File: src/rtl/eag_pkg.sv
package eag_pkg;
  typedef enum logic [1:0] {
    SEG_ES = 2'd0,
    SEG_CS = 2'd1,
    SEG_SS = 2'd2,
    SEG_DS = 2'd3
  } segId_e;

  typedef enum logic [1:0] {
    ACC_DATA   = 2'd0,
    ACC_FETCH  = 2'd1,
    ACC_STACK  = 2'd2,
    ACC_STRDST = 2'd3
  } access_e;

  typedef enum logic [1:0] {
    DISP_NONE  = 2'd0,
    DISP_SHORT = 2'd1,
    DISP_FULL  = 2'd2
  } dispSel_e;

  // strobes from control to datapath
  typedef struct packed {
    logic     load;
    logic     useBase;
    logic     baseIsBp;
    logic     useIndex;
    logic     indexIsDi;
    dispSel_e dispSel;
    segId_e   segSel;
  } eagCtrl_t;
endpackage

File: src/rtl/eag_ctrl.sv
module eag_ctrl
  import eag_pkg::*;
(
  input  logic       inValid,
  input  logic [1:0] modField,
  input  logic [2:0] rmField,
  input  logic [1:0] accessKind,
  input  logic       overrideEn,
  input  logic [1:0] overrideSeg,
  output eagCtrl_t   ctrl
);
  logic isDirect;
  logic memOp;
  logic bpBase;

  always_comb begin
    isDirect = (modField == 2'b00) && (rmField == 3'b110);
    memOp    = (modField != 2'b11);

    ctrl.load      = inValid && memOp;
    ctrl.useBase   = (rmField[2] == 1'b0) || (rmField == 3'b111) ||
                     ((rmField == 3'b110) && !isDirect);
    ctrl.baseIsBp  = (rmField == 3'b010) || (rmField == 3'b011) || (rmField == 3'b110);
    ctrl.useIndex  = (rmField[2] == 1'b0) || (rmField[2:1] == 2'b10);
    ctrl.indexIsDi = rmField[0];

    unique case (modField)
      2'b01:   ctrl.dispSel = DISP_SHORT;
      2'b10:   ctrl.dispSel = DISP_FULL;
      2'b00:   ctrl.dispSel = isDirect ? DISP_FULL : DISP_NONE;
      default: ctrl.dispSel = DISP_NONE;
    endcase

    bpBase = ctrl.useBase && ctrl.baseIsBp;

    unique case (access_e'(accessKind))
      ACC_FETCH:  ctrl.segSel = SEG_CS;
      ACC_STACK:  ctrl.segSel = SEG_SS;
      ACC_STRDST: ctrl.segSel = SEG_ES;
      default:    ctrl.segSel = overrideEn ? segId_e'(overrideSeg)
                                           : (bpBase ? SEG_SS : SEG_DS);
    endcase
  end
endmodule

File: src/rtl/eag_datapath.sv
module eag_datapath
  import eag_pkg::*;
#(
  parameter int ADDR_W       = 16,
  parameter int DISP_SHORT_W = 8
) (
  input  logic              clk,
  input  logic              rstN,
  input  eagCtrl_t          ctrl,
  input  logic [ADDR_W-1:0] dispIn,
  input  logic [ADDR_W-1:0] regBx,
  input  logic [ADDR_W-1:0] regBp,
  input  logic [ADDR_W-1:0] regSi,
  input  logic [ADDR_W-1:0] regDi,
  input  logic [ADDR_W-1:0] segCs,
  input  logic [ADDR_W-1:0] segSs,
  input  logic [ADDR_W-1:0] segDs,
  input  logic [ADDR_W-1:0] segEs,
  output logic              validOut,
  output logic [ADDR_W-1:0] offsetOut,
  output logic [ADDR_W-1:0] segOut,
  output logic [1:0]        segIdOut
);
  localparam int EXT_W = ADDR_W - DISP_SHORT_W;

  logic [ADDR_W-1:0] dispTerm;
  logic [ADDR_W-1:0] baseTerm;
  logic [ADDR_W-1:0] indexTerm;
  logic [ADDR_W-1:0] offsetSum;
  logic [ADDR_W-1:0] segValue;

  always_comb begin
    unique case (ctrl.dispSel)
      DISP_SHORT: dispTerm = {{EXT_W{dispIn[DISP_SHORT_W-1]}}, dispIn[DISP_SHORT_W-1:0]};
      DISP_FULL:  dispTerm = dispIn;
      default:    dispTerm = '0;
    endcase
    baseTerm  = ctrl.useBase  ? (ctrl.baseIsBp  ? regBp : regBx) : '0;
    indexTerm = ctrl.useIndex ? (ctrl.indexIsDi ? regDi : regSi) : '0;
    offsetSum = dispTerm + baseTerm + indexTerm;  // wraps at ADDR_W bits

    unique case (ctrl.segSel)
      SEG_ES:  segValue = segEs;
      SEG_CS:  segValue = segCs;
      SEG_SS:  segValue = segSs;
      default: segValue = segDs;
    endcase
  end

  always_ff @(posedge clk) begin
    if (!rstN) begin
      validOut  <= 1'b0;
      offsetOut <= '0;
      segOut    <= '0;
      segIdOut  <= '0;
    end else begin
      validOut <= ctrl.load;
      if (ctrl.load) begin
        offsetOut <= offsetSum;
        segOut    <= segValue;
        segIdOut  <= ctrl.segSel;
      end
    end
  end
endmodule

File: src/rtl/opaddr_gen.sv
module opaddr_gen
  import eag_pkg::*;
#(
  parameter int ADDR_W       = 16,
  parameter int DISP_SHORT_W = 8
) (
  input  logic              clk,
  input  logic              rstN,
  input  logic              inValid,
  input  logic [1:0]        modField,
  input  logic [2:0]        rmField,
  input  logic [1:0]        accessKind,
  input  logic              overrideEn,
  input  logic [1:0]        overrideSeg,
  input  logic [ADDR_W-1:0] dispIn,
  input  logic [ADDR_W-1:0] regBx,
  input  logic [ADDR_W-1:0] regBp,
  input  logic [ADDR_W-1:0] regSi,
  input  logic [ADDR_W-1:0] regDi,
  input  logic [ADDR_W-1:0] segCs,
  input  logic [ADDR_W-1:0] segSs,
  input  logic [ADDR_W-1:0] segDs,
  input  logic [ADDR_W-1:0] segEs,
  output logic              validOut,
  output logic [ADDR_W-1:0] offsetOut,
  output logic [ADDR_W-1:0] segOut,
  output logic [1:0]        segIdOut
);
  eagCtrl_t ctrl;

  eag_ctrl i_ctrl (
    .inValid    (inValid),
    .modField   (modField),
    .rmField    (rmField),
    .accessKind (accessKind),
    .overrideEn (overrideEn),
    .overrideSeg(overrideSeg),
    .ctrl       (ctrl)
  );

  eag_datapath #(
    .ADDR_W      (ADDR_W),
    .DISP_SHORT_W(DISP_SHORT_W)
  ) i_dp (
    .clk      (clk),
    .rstN     (rstN),
    .ctrl     (ctrl),
    .dispIn   (dispIn),
    .regBx    (regBx),
    .regBp    (regBp),
    .regSi    (regSi),
    .regDi    (regDi),
    .segCs    (segCs),
    .segSs    (segSs),
    .segDs    (segDs),
    .segEs    (segEs),
    .validOut (validOut),
    .offsetOut(offsetOut),
    .segOut   (segOut),
    .segIdOut (segIdOut)
  );
endmodule

File: config.mk
export PLATFORM = sky130hd
export DESIGN_NAME = opaddr_gen
export DESIGN_NICKNAME = d
export VERILOG_FILES = /design/src/rtl/eag_pkg.sv /design/src/rtl/eag_ctrl.sv /design/src/rtl/eag_datapath.sv /design/src/rtl/opaddr_gen.sv
export SDC_FILE = /design/constraint.sdc
export NUM_CORES = 1
export LEC_CHECK = 0
export BUFFER_PORTS_ARGS = -buffer_cell sky130_fd_sc_hd__buf_4
export CAP_MARGIN = 40
export CORE_MARGIN = 2
export CORE_UTILIZATION = 43
export CTS_CLUSTER_SIZE = 12
export DETAILED_ROUTE_END_ITERATION = 12
export PLACE_DENSITY = 0.83
export SYNTH_ARGS = -nofsm -noshare
export SYNTH_HDL_FRONTEND = slang
export SYNTH_SLANG_ARGS = --single-unit
File: constraint.sdc
create_clock -name clk -period 8.9 [get_ports clk]
set_input_delay 0.445 -clock clk [delete_from_list [all_inputs] [get_ports clk]]
set_output_delay 0.445 -clock clk [all_outputs]
set_load 0.02 [all_outputs]
Word level (Yosys, flattened, before mapping)
Index checks and enable logic that the tools add are counted.
W data, S select, Z words.

operators by class
  add/subtract/negate cells = 2
  equal/unequal tests = 15
  mux-type cells = 11
  bitwise logic cells = 1
  reduce and logical (&&, ||, !) cells = 12

operator list
  operator              number
  $mux W16              4
  $pmux W16 S3          1
  $add A16 B16 Y16      2
  $pmux W16 S2          1
  $eq A2 B2 Y1 const B  6
  $pmux W2 S3           2
  $eq A2 B1 Y1 const B  4
  $eq A3 B2 Y1 const B  2
  $eq A3 B3 Y1 const B  2
  $logic_or A1 B1 Y1    5
  $logic_and A1 B1 Y1   4
  $logic_not A2 Y1      2
  $mux W2               2
  $ne A2 B2 Y1 const B  1
  $logic_not A1 Y1      1
  $mux W1               1
  $not A1 Y1            1

word-level totals
  register bits = 35
  input port bits = 157
  output and inout bits = 35

Longest topological paths before layout
Gate-level depths: netlist (run 1).

  word-level depth = 11
  gate-level depth with buffers = 16
  mapped depth without buffers = 15

Modules after synthesis
Synthesis (run 1) repeated with hierarchy kept, for this count alone.

second synthesis, totals
  cell total of the unflattened synthesis = 388
  area total of the unflattened synthesis = 3485.8 µm²

by module, submodules not included
  module        instances  cells each  area an instance (µm²)  sequential area each (µm²)
  eag_datapath  1          372         3375.7                  700.7
  eag_ctrl      1          16          110.1                   0.0

Worst setup path before layout (run 1)
No wires, ideal clock.

  kind = in2reg
  start point = input port rmField[0]
  end point = register i_dp.offsetOut[15]
  arrival = 3.434 ns
  path slack = 5.342 ns
  cell stages on the path = 16
  path buffers = 1
  cells stage by stage = buf_4 nand3b_1 a21oi_2 a21o_1 nand2_1 fa_1 inv_1 ha_1 inv_1 fa_1 nand2b_1 a21oi_1 o211ai_1 a221oi_1 o211a_1 nor3_1

between the ends
  cells in the longest elaborated chain, start to end = 8

RTL lines
  what                                                       line                                            source
  from (decl)                                                opaddr_gen.sv:11                                input logic [2:0] rmField,
  $eq A3 B3 Y1                                               eag_ctrl.sv:17, eag_ctrl.sv:22, eag_ctrl.sv:23
  $logic_and A1 B1 Y1                                        eag_ctrl.sv:17                                  isDirect = (modField == 2'b00) && (rmField == 3'b110);
  $mux W2 / $logic_not A1 Y1 (equally long branches)         eag_ctrl.sv:30, eag_ctrl.sv:22
  $pmux W2 S3 / $logic_and A1 B1 Y1 (equally long branches)  eag_ctrl.sv:27, eag_ctrl.sv:22
  $eq A2 B2 Y1, or another cell as far along                 eag_datapath.sv:33                              unique case (ctrl.dispSel)
  $pmux W16 S2 / $mux W16 (equally long branches)            eag_datapath.sv:33, eag_datapath.sv:38
  $add A16 B16 Y16                                           eag_datapath.sv:40                              offsetSum = dispTerm + baseTerm + indexTerm;
  $add A16 B16 Y16 (*)                                       eag_datapath.sv:40
  to (signal assigned)                                       eag_datapath.sv:59                              offsetOut <= offsetSum;
  to (decl)                                                  eag_datapath.sv:20                              output logic [ADDR_W-1:0] offsetOut,

Every way passes the cells marked *; elsewhere a longest branch is shown, timed or not.
A chain may end at the register's enable or synchronous reset.

Worst setup path after layout (run 1)
Ends and elaborated chain as after synthesis.

==> results of run 1 <==
-- where the power goes --
part	total [W]	internal, W	switching, W
logic	0.000348	0.000173	0.000175
registers	0.000186	0.000175	0.0000112
clock network	0.000126	0.0000706	0.0000552
total	0.000660	0.000419	0.000241
-- area by class of cell --
class / instances / area share (%)
Tap cell: 99 / 2.55
Clock buffer: 8 / 2.06
Sequential cell: 35 / 14.4
Inverter: 34 / 2.63
Multi-Input combinational cell: 276 / 48.3
Timing Repair Buffer: 194 / 30.0
-- cell usage after synthesis, types with 6 or more instances --
cell type  count
dfxtp_1       35
nand2_1       58
mux2i_1        7
mux4_2        16
ha_1          14
nand3_1        6
inv_1         33
a21o_1         7
fa_1          16
o21ai_0       14
mux2_2        26
a21oi_1       26
a22o_1        16
clkbuf_1       9
nor2_1        18
-- kinds of logic after synthesis --
group | share of synthesized area, %
multiplexers | 22.2
flip-flops | 21.5
XOR/XNOR | 2.84
buffers and inverters | 6.45
AND/OR/NAND/NOR | 13.1
AO/OA/AOI/OAI | 18.7
adder cells (fa/ha/maj) | 15.2
-- metrics by stage --
step                      power [W]  hold WS, ns  util [%]
final                      0.000660        0.443      66.7
after global placement     0.000525        0.445      65.0
after global routing       0.000706        0.455      66.7
after CTS                  0.000662        0.442      66.5
after floorplan            0.000406        0.530         -
after detailed placement   0.000535        0.455      65.1
-- sequential cells by signal (all words and copies together) (netlist names) --
| signal | cells |
|---|---|
| i_dp.validOut | 1 |
| i_dp.segIdOut | 2 |
| i_dp.segOut | 16 |
| i_dp.offsetOut | 16 |
-- critical path, stage by stage --
cell	delay (ns)
buf_4	0.20
a21boi_4	0.48
mux2_2	0.40
nand2_1	0.09
fa_1	0.43
inv_1	0.07
ha_1	0.16
inv_1	0.06
fa_1	0.38
nand2b_1	0.20
a21oi_1	0.31
o211ai_1	0.19
a221oi_1	0.39
o211a_1	0.19
nor3_1	0.05
-- routing by layer --
| layer | GRT usage, % | part of all wire [%] |
|---|---|---|
| met4 | 8.21 | 2.0 |
| met3 | 4.81 | 4.4 |
| met1 | 30.2 | 39 |
| met5 | 0 | 0 |
| met2 | 44.7 | 55 |
-- worst min-delay path by stage --
stage | endpoint | slack, ns | from | depth (start not counted)
finish | i_dp.offsetOut[6]$_SDFFE_PN0P_ | 0.44 | rstN | 3
global route | i_dp.segIdOut[1]$_SDFFE_PN0P_ | 0.45 | overrideEn | 4
CTS | i_dp.offsetOut[6]$_SDFFE_PN0P_ | 0.44 | rstN | 3
detailed placement | i_dp.offsetOut[12]$_SDFFE_PN0P_ | 0.45 | i_dp.offsetOut[12]$_SDFFE_PN0P_ | 2
global placement | i_dp.segIdOut[1]$_SDFFE_PN0P_ | 0.44 | i_dp.segIdOut[1]$_SDFFE_PN0P_ | 2
floorplan | i_dp.offsetOut[4]$_SDFFE_PN0P_ | 0.53 | i_dp.offsetOut[4]$_SDFFE_PN0P_ | 2
==> results.toml, run 1 <==
[outcome]
status = "complete, no violations"

[route]
drtAntennaViolNets = 0
drc = 0
post_drt_wl_per_cell_um = 16.0
drt_iter0_markers = 100
first_pass_iters = 4
via_per_inst = 5.32
postRouteWirelength_mm = 10.4
vias = 3434

[cells_and_area]
drive_gt1_share_pct = 45.5
finalInstanceArea_um2 = 4860
layout_commonest_cell = "buf_4"
nFillCells = 617
diodes = 0
multiInputGateArea_um2 = 2350
syn2layout_area_growth_pct = 49.1
final_cell_mix = "buf_4 (193), nand2_1 (58), dfxtp_1 (35)"
finalNonFillerCells = 646
nets = 733
seq_area_um2 = 701

[synth]
synth_top_area_cell = "dfxtp_1"
yosysWarnings = 0
synth_top_area_share_pct = 21.5
yosysSeqAreaShare_pct = 21.5
ys_ff_latch = 35
synth-edff-count = 0
synthTopCellsByArea = "dfxtp_1 (21%), mux4_2 (11%), fa_1 (9.8%)"
syn_area_per_cell_um2 = 9.00
postSynthCellCount = 362
synthDistinctLibCells = 45
ys.flop_type = "dfxtp_1"
async_flop_share_pct = 0
syn_area_um2 = 3260
synth_nets = 549

[clocking]
clk_latency_ns = 0.28
cts_setup_buffers = 0
htreeDepth = 2
clockBufferDepth = 2
cts_root_buf = "clkbuf_8"
cts_resized = 0
cts_sinks = 35
path_clk_slew_ns = 0.07
cts-buffers-inserted = 5
ctsHoldBuffers = 0
cts_tree = "done"

[power]
power_density_nw_per_um2 = 136
ir_worst_vdd_uv = 67.3
leakagePower_nw = 2.45

[setup_path]
worstSetupStartpointType = "input port"
cp-end-kind = "register"
regToRegEndpoint = "i_dp.offsetOut[13]$_SDFFE_PN0P_"
r2r_cells = 2
cp.arrival_ns = 4.04
cp_data_required_time_ns = 9.07
critPathKind = "input port to register"
crit_fanout = 20
rrSetupSlack_ns = 8.20
cp-endpoint = "i_dp.offsetOut[15]$_SDFFE_PN0P_"
crit_path_start = "rmField[0]"
r2r-start = "i_dp.offsetOut[13]$_SDFFE_PN0P_"

[timing]
setup_tns_ns = 0
finalHoldViolCount = 0
fmax_mhz = 258
clock_skew_ns = 0
setup_ws_ns = 5.03
setup_viol_count_final = 0
rsz0062_at_grt = "no"
min_period_ns = 3.87
finalCritPeriodShare_pct = 43.5
worstMarginPinSlew_ns = 0.846
slew_violations = 0
relSlewSlack_pct = 43.2

[global_route]
grt-ovfl-total = 0
first_global_vias = 3564
grt_max_degree = 21
grt_usage_pct = 25.1
grt_pass1_wl_mm = 16.8
antenna_found_initial = 0

[floorplanning]
fp.coreArea_um2 = 7290
die-area_um2 = 8290
die_w_um = 91.1
row_count = 31
ios = 192
die_h_um = 91.1
floorplan.initialDensity_pct = 44.7

[placement]
portBuffers = 191
gp_congestion = 0.872
dp.cells = 637
place_area_um2 = 4750
dp_hpwl_mm = 8.71
pre_cts_ws_ns = 4.75

[job]
maxCapViolCount = 0

[min_path]
worstHoldPathType = "input port to register"
Note: power is estimated with default switching activity, not from simulation.
==> inputs of run 2 (changes only) <==
Clock period 8.9 ns to 3.7 ns, I/O delays scaled along.
==> run 2 against run 1 <==
Compared with the run above:
- critical path depth increased by 1
- die area stayed put
- clock power rose by 110%
- flip-flop and latch count is the same
- cell area grew 0.15%
- global-route usage fell by 0.45 points
- sequential power up 140%
- sequential share of layout area about the same
- combinational power increased by 140%
- core utilization up 0.10 points
- count of clock-buffer cells in the layout shrank 1
- critical path type unchanged
- largest cell class unchanged
- largest power group unchanged
- highest routed layer unchanged
==> results.toml, run 2 (same netlist as run 1, synthesis figures left out) <==
[clocking]
cts_tree = "done"
ctsHoldBuffers = 0
clk_latency_ns = 0.28
cts_setup_buffers = 0
cts_resized = 0
htreeDepth = 2
clockBufferDepth = 2
cts-buffers-inserted = 5
path_clk_slew_ns = 0.07
cts_sinks = 35
cts_root_buf = "clkbuf_8"

[timing]
relSlewSlack_pct = 38.8
setup_tns_ns = 0
setup_ws_ns = 0.373
clock_skew_ns = 0
rsz0062_at_grt = "no"
slew_violations = 0
min_period_ns = 3.33
fmax_mhz = 301
worstMarginPinSlew_ns = 0.918
setup_viol_count_final = 0
finalHoldViolCount = 0
finalCritPeriodShare_pct = 89.9

[placement]
dp_hpwl_mm = 8.62
place_area_um2 = 4790
gp_congestion = 0.883
dp.cells = 642
pre_cts_ws_ns = 0.109
portBuffers = 191

[power]
p_sw_w = 0.000571
ir_worst_vdd_uv = 174
leakagePower_nw = 2.46
power_density_nw_per_um2 = 317
p_clk_share_pct = 17.0
switching_share_pct = 37.0
seqPwrFrac_pct = 29.1
comb_power_share_pct = 53.9
intPower_w = 0.000971

[min_path]
worstHoldPathType = "input port to register"

[global_route]
first_global_vias = 3552
grt_max_degree = 21
antenna_found_initial = 0
grt_usage_pct = 24.6
grt_pass1_wl_mm = 16.7
grt-ovfl-total = 0

[floorplanning]
die-area_um2 = 8290
die_h_um = 91.1
floorplan.initialDensity_pct = 44.7
fp.coreArea_um2 = 7290
row_count = 31
die_w_um = 91.1
ios = 192

[job]
maxCapViolCount = 0

[outcome]
status = "complete, no violations"

[cells_and_area]
layout_commonest_cell = "buf_4"
nets = 737
finalInstanceArea_um2 = 4870
syn2layout_area_growth_pct = 49.4
multiInputGateArea_um2 = 2350
nFillCells = 608
finalNonFillerCells = 650
seq_area_um2 = 701
diodes = 0
fin_util_pct = 66.8
drive_gt1_share_pct = 45.7
final_cell_mix = "buf_4 (198), nand2_1 (58), dfxtp_1 (35)"
top_regs = "i_dp.offsetOut x16, i_dp.segOut x16, i_dp.segIdOut x2"

[setup_path]
worstSetupStartpointType = "input port"
crit_fanout = 20
critPathKind = "input port to register"
rrSetupSlack_ns = 3.00
cp-end-kind = "register"
cp.arrival_ns = 3.49
cp_data_required_time_ns = 3.87

[route]
drt_iter0_markers = 112
drtAntennaViolNets = 0
via_per_inst = 5.31
vias = 3453
postRouteWirelength_mm = 10.2
drc = 0
first_pass_iters = 4
post_drt_wl_per_cell_um = 15.6
## run 2: cell count changes in the layout (fill, tap and decap cells not counted)
| cell | change |
|---|---|
| buf_4 | +5 |
| clkbuf_8 | -2 |
| clkbuf_1 | +1 |
| buf_6 | -1 |
| clkinv_2 | +1 |
## run 2: per-stage QoR
stage / total power [W] / hold WS (ns)
final: 0.00154 / 0.182
after global routing: 0.00166 / 0.189
after CTS: 0.00155 / 0.176
after global placement: 0.00127 / 0.449
after detailed placement: 0.00129 / 0.449
after floorplan: 0.000977 / 0.323
## run 2: path summary, 6_finish.rpt
kind / from / end / depth (start not counted)
min: rstN / i_dp.offsetOut[6]$_SDFFE_PN0P_ / 3
max reg2reg: i_dp.offsetOut[9]$_SDFFE_PN0P_ / i_dp.offsetOut[9]$_SDFFE_PN0P_ / 2
min reg2reg: i_dp.offsetOut[0]$_SDFFE_PN0P_ / i_dp.offsetOut[0]$_SDFFE_PN0P_ / 2
max: rmField[0] / i_dp.offsetOut[15]$_SDFFE_PN0P_ / 16
## run 2: layout make-up
type / count / area share, %
inverter: 34 / 2.62
clock buffer: 7 / 1.57
clock inverter: 1 / 0.103
multi-input combinational: 276 / 48.2
sequential: 35 / 14.4
timing repair buffer: 198 / 30.5
tap: 99 / 2.54
## run 2: per-layer routing
| layer | global-route usage [%] | wire length (um) | vias to the layer above |
|---|---|---|---|
| li1 | - | - | 1658 |
| met4 | 7.20 | 212 | 0 |
| met2 | 45.2 | 5490 | 100 |
| met5 | 0 | 0 | - |
| met1 | 29.4 | 3950 | 1677 |
| met3 | 3.98 | 512 | 18 |
## run 2: critical path: stages
cell      delay (ns)
buf_4           0.20
nand3b_1        0.21
a21oi_2         0.16
a21o_1          0.23
nand2_1         0.10
fa_1            0.44
inv_1           0.07
ha_1            0.16
inv_1           0.06
fa_1            0.37
nand2b_1        0.19
a21oi_1         0.28
o211ai_1        0.18
a221oi_1        0.40
o211a_1         0.21
nor3_1          0.05
## run 2: power by group through the flow
stage	logic (W)	registers (W)	clock network [W]
6_report	0.000831	0.000448	0.000262
3_5_place_dp	0.000832	0.000455	0
5_1_grt	0.000927	0.000453	0.000283
2_1_floorplan	0.000475	0.000503	0
4_1_cts	0.000836	0.000448	0.000263
3_3_place_gp	0.000814	0.000455	0
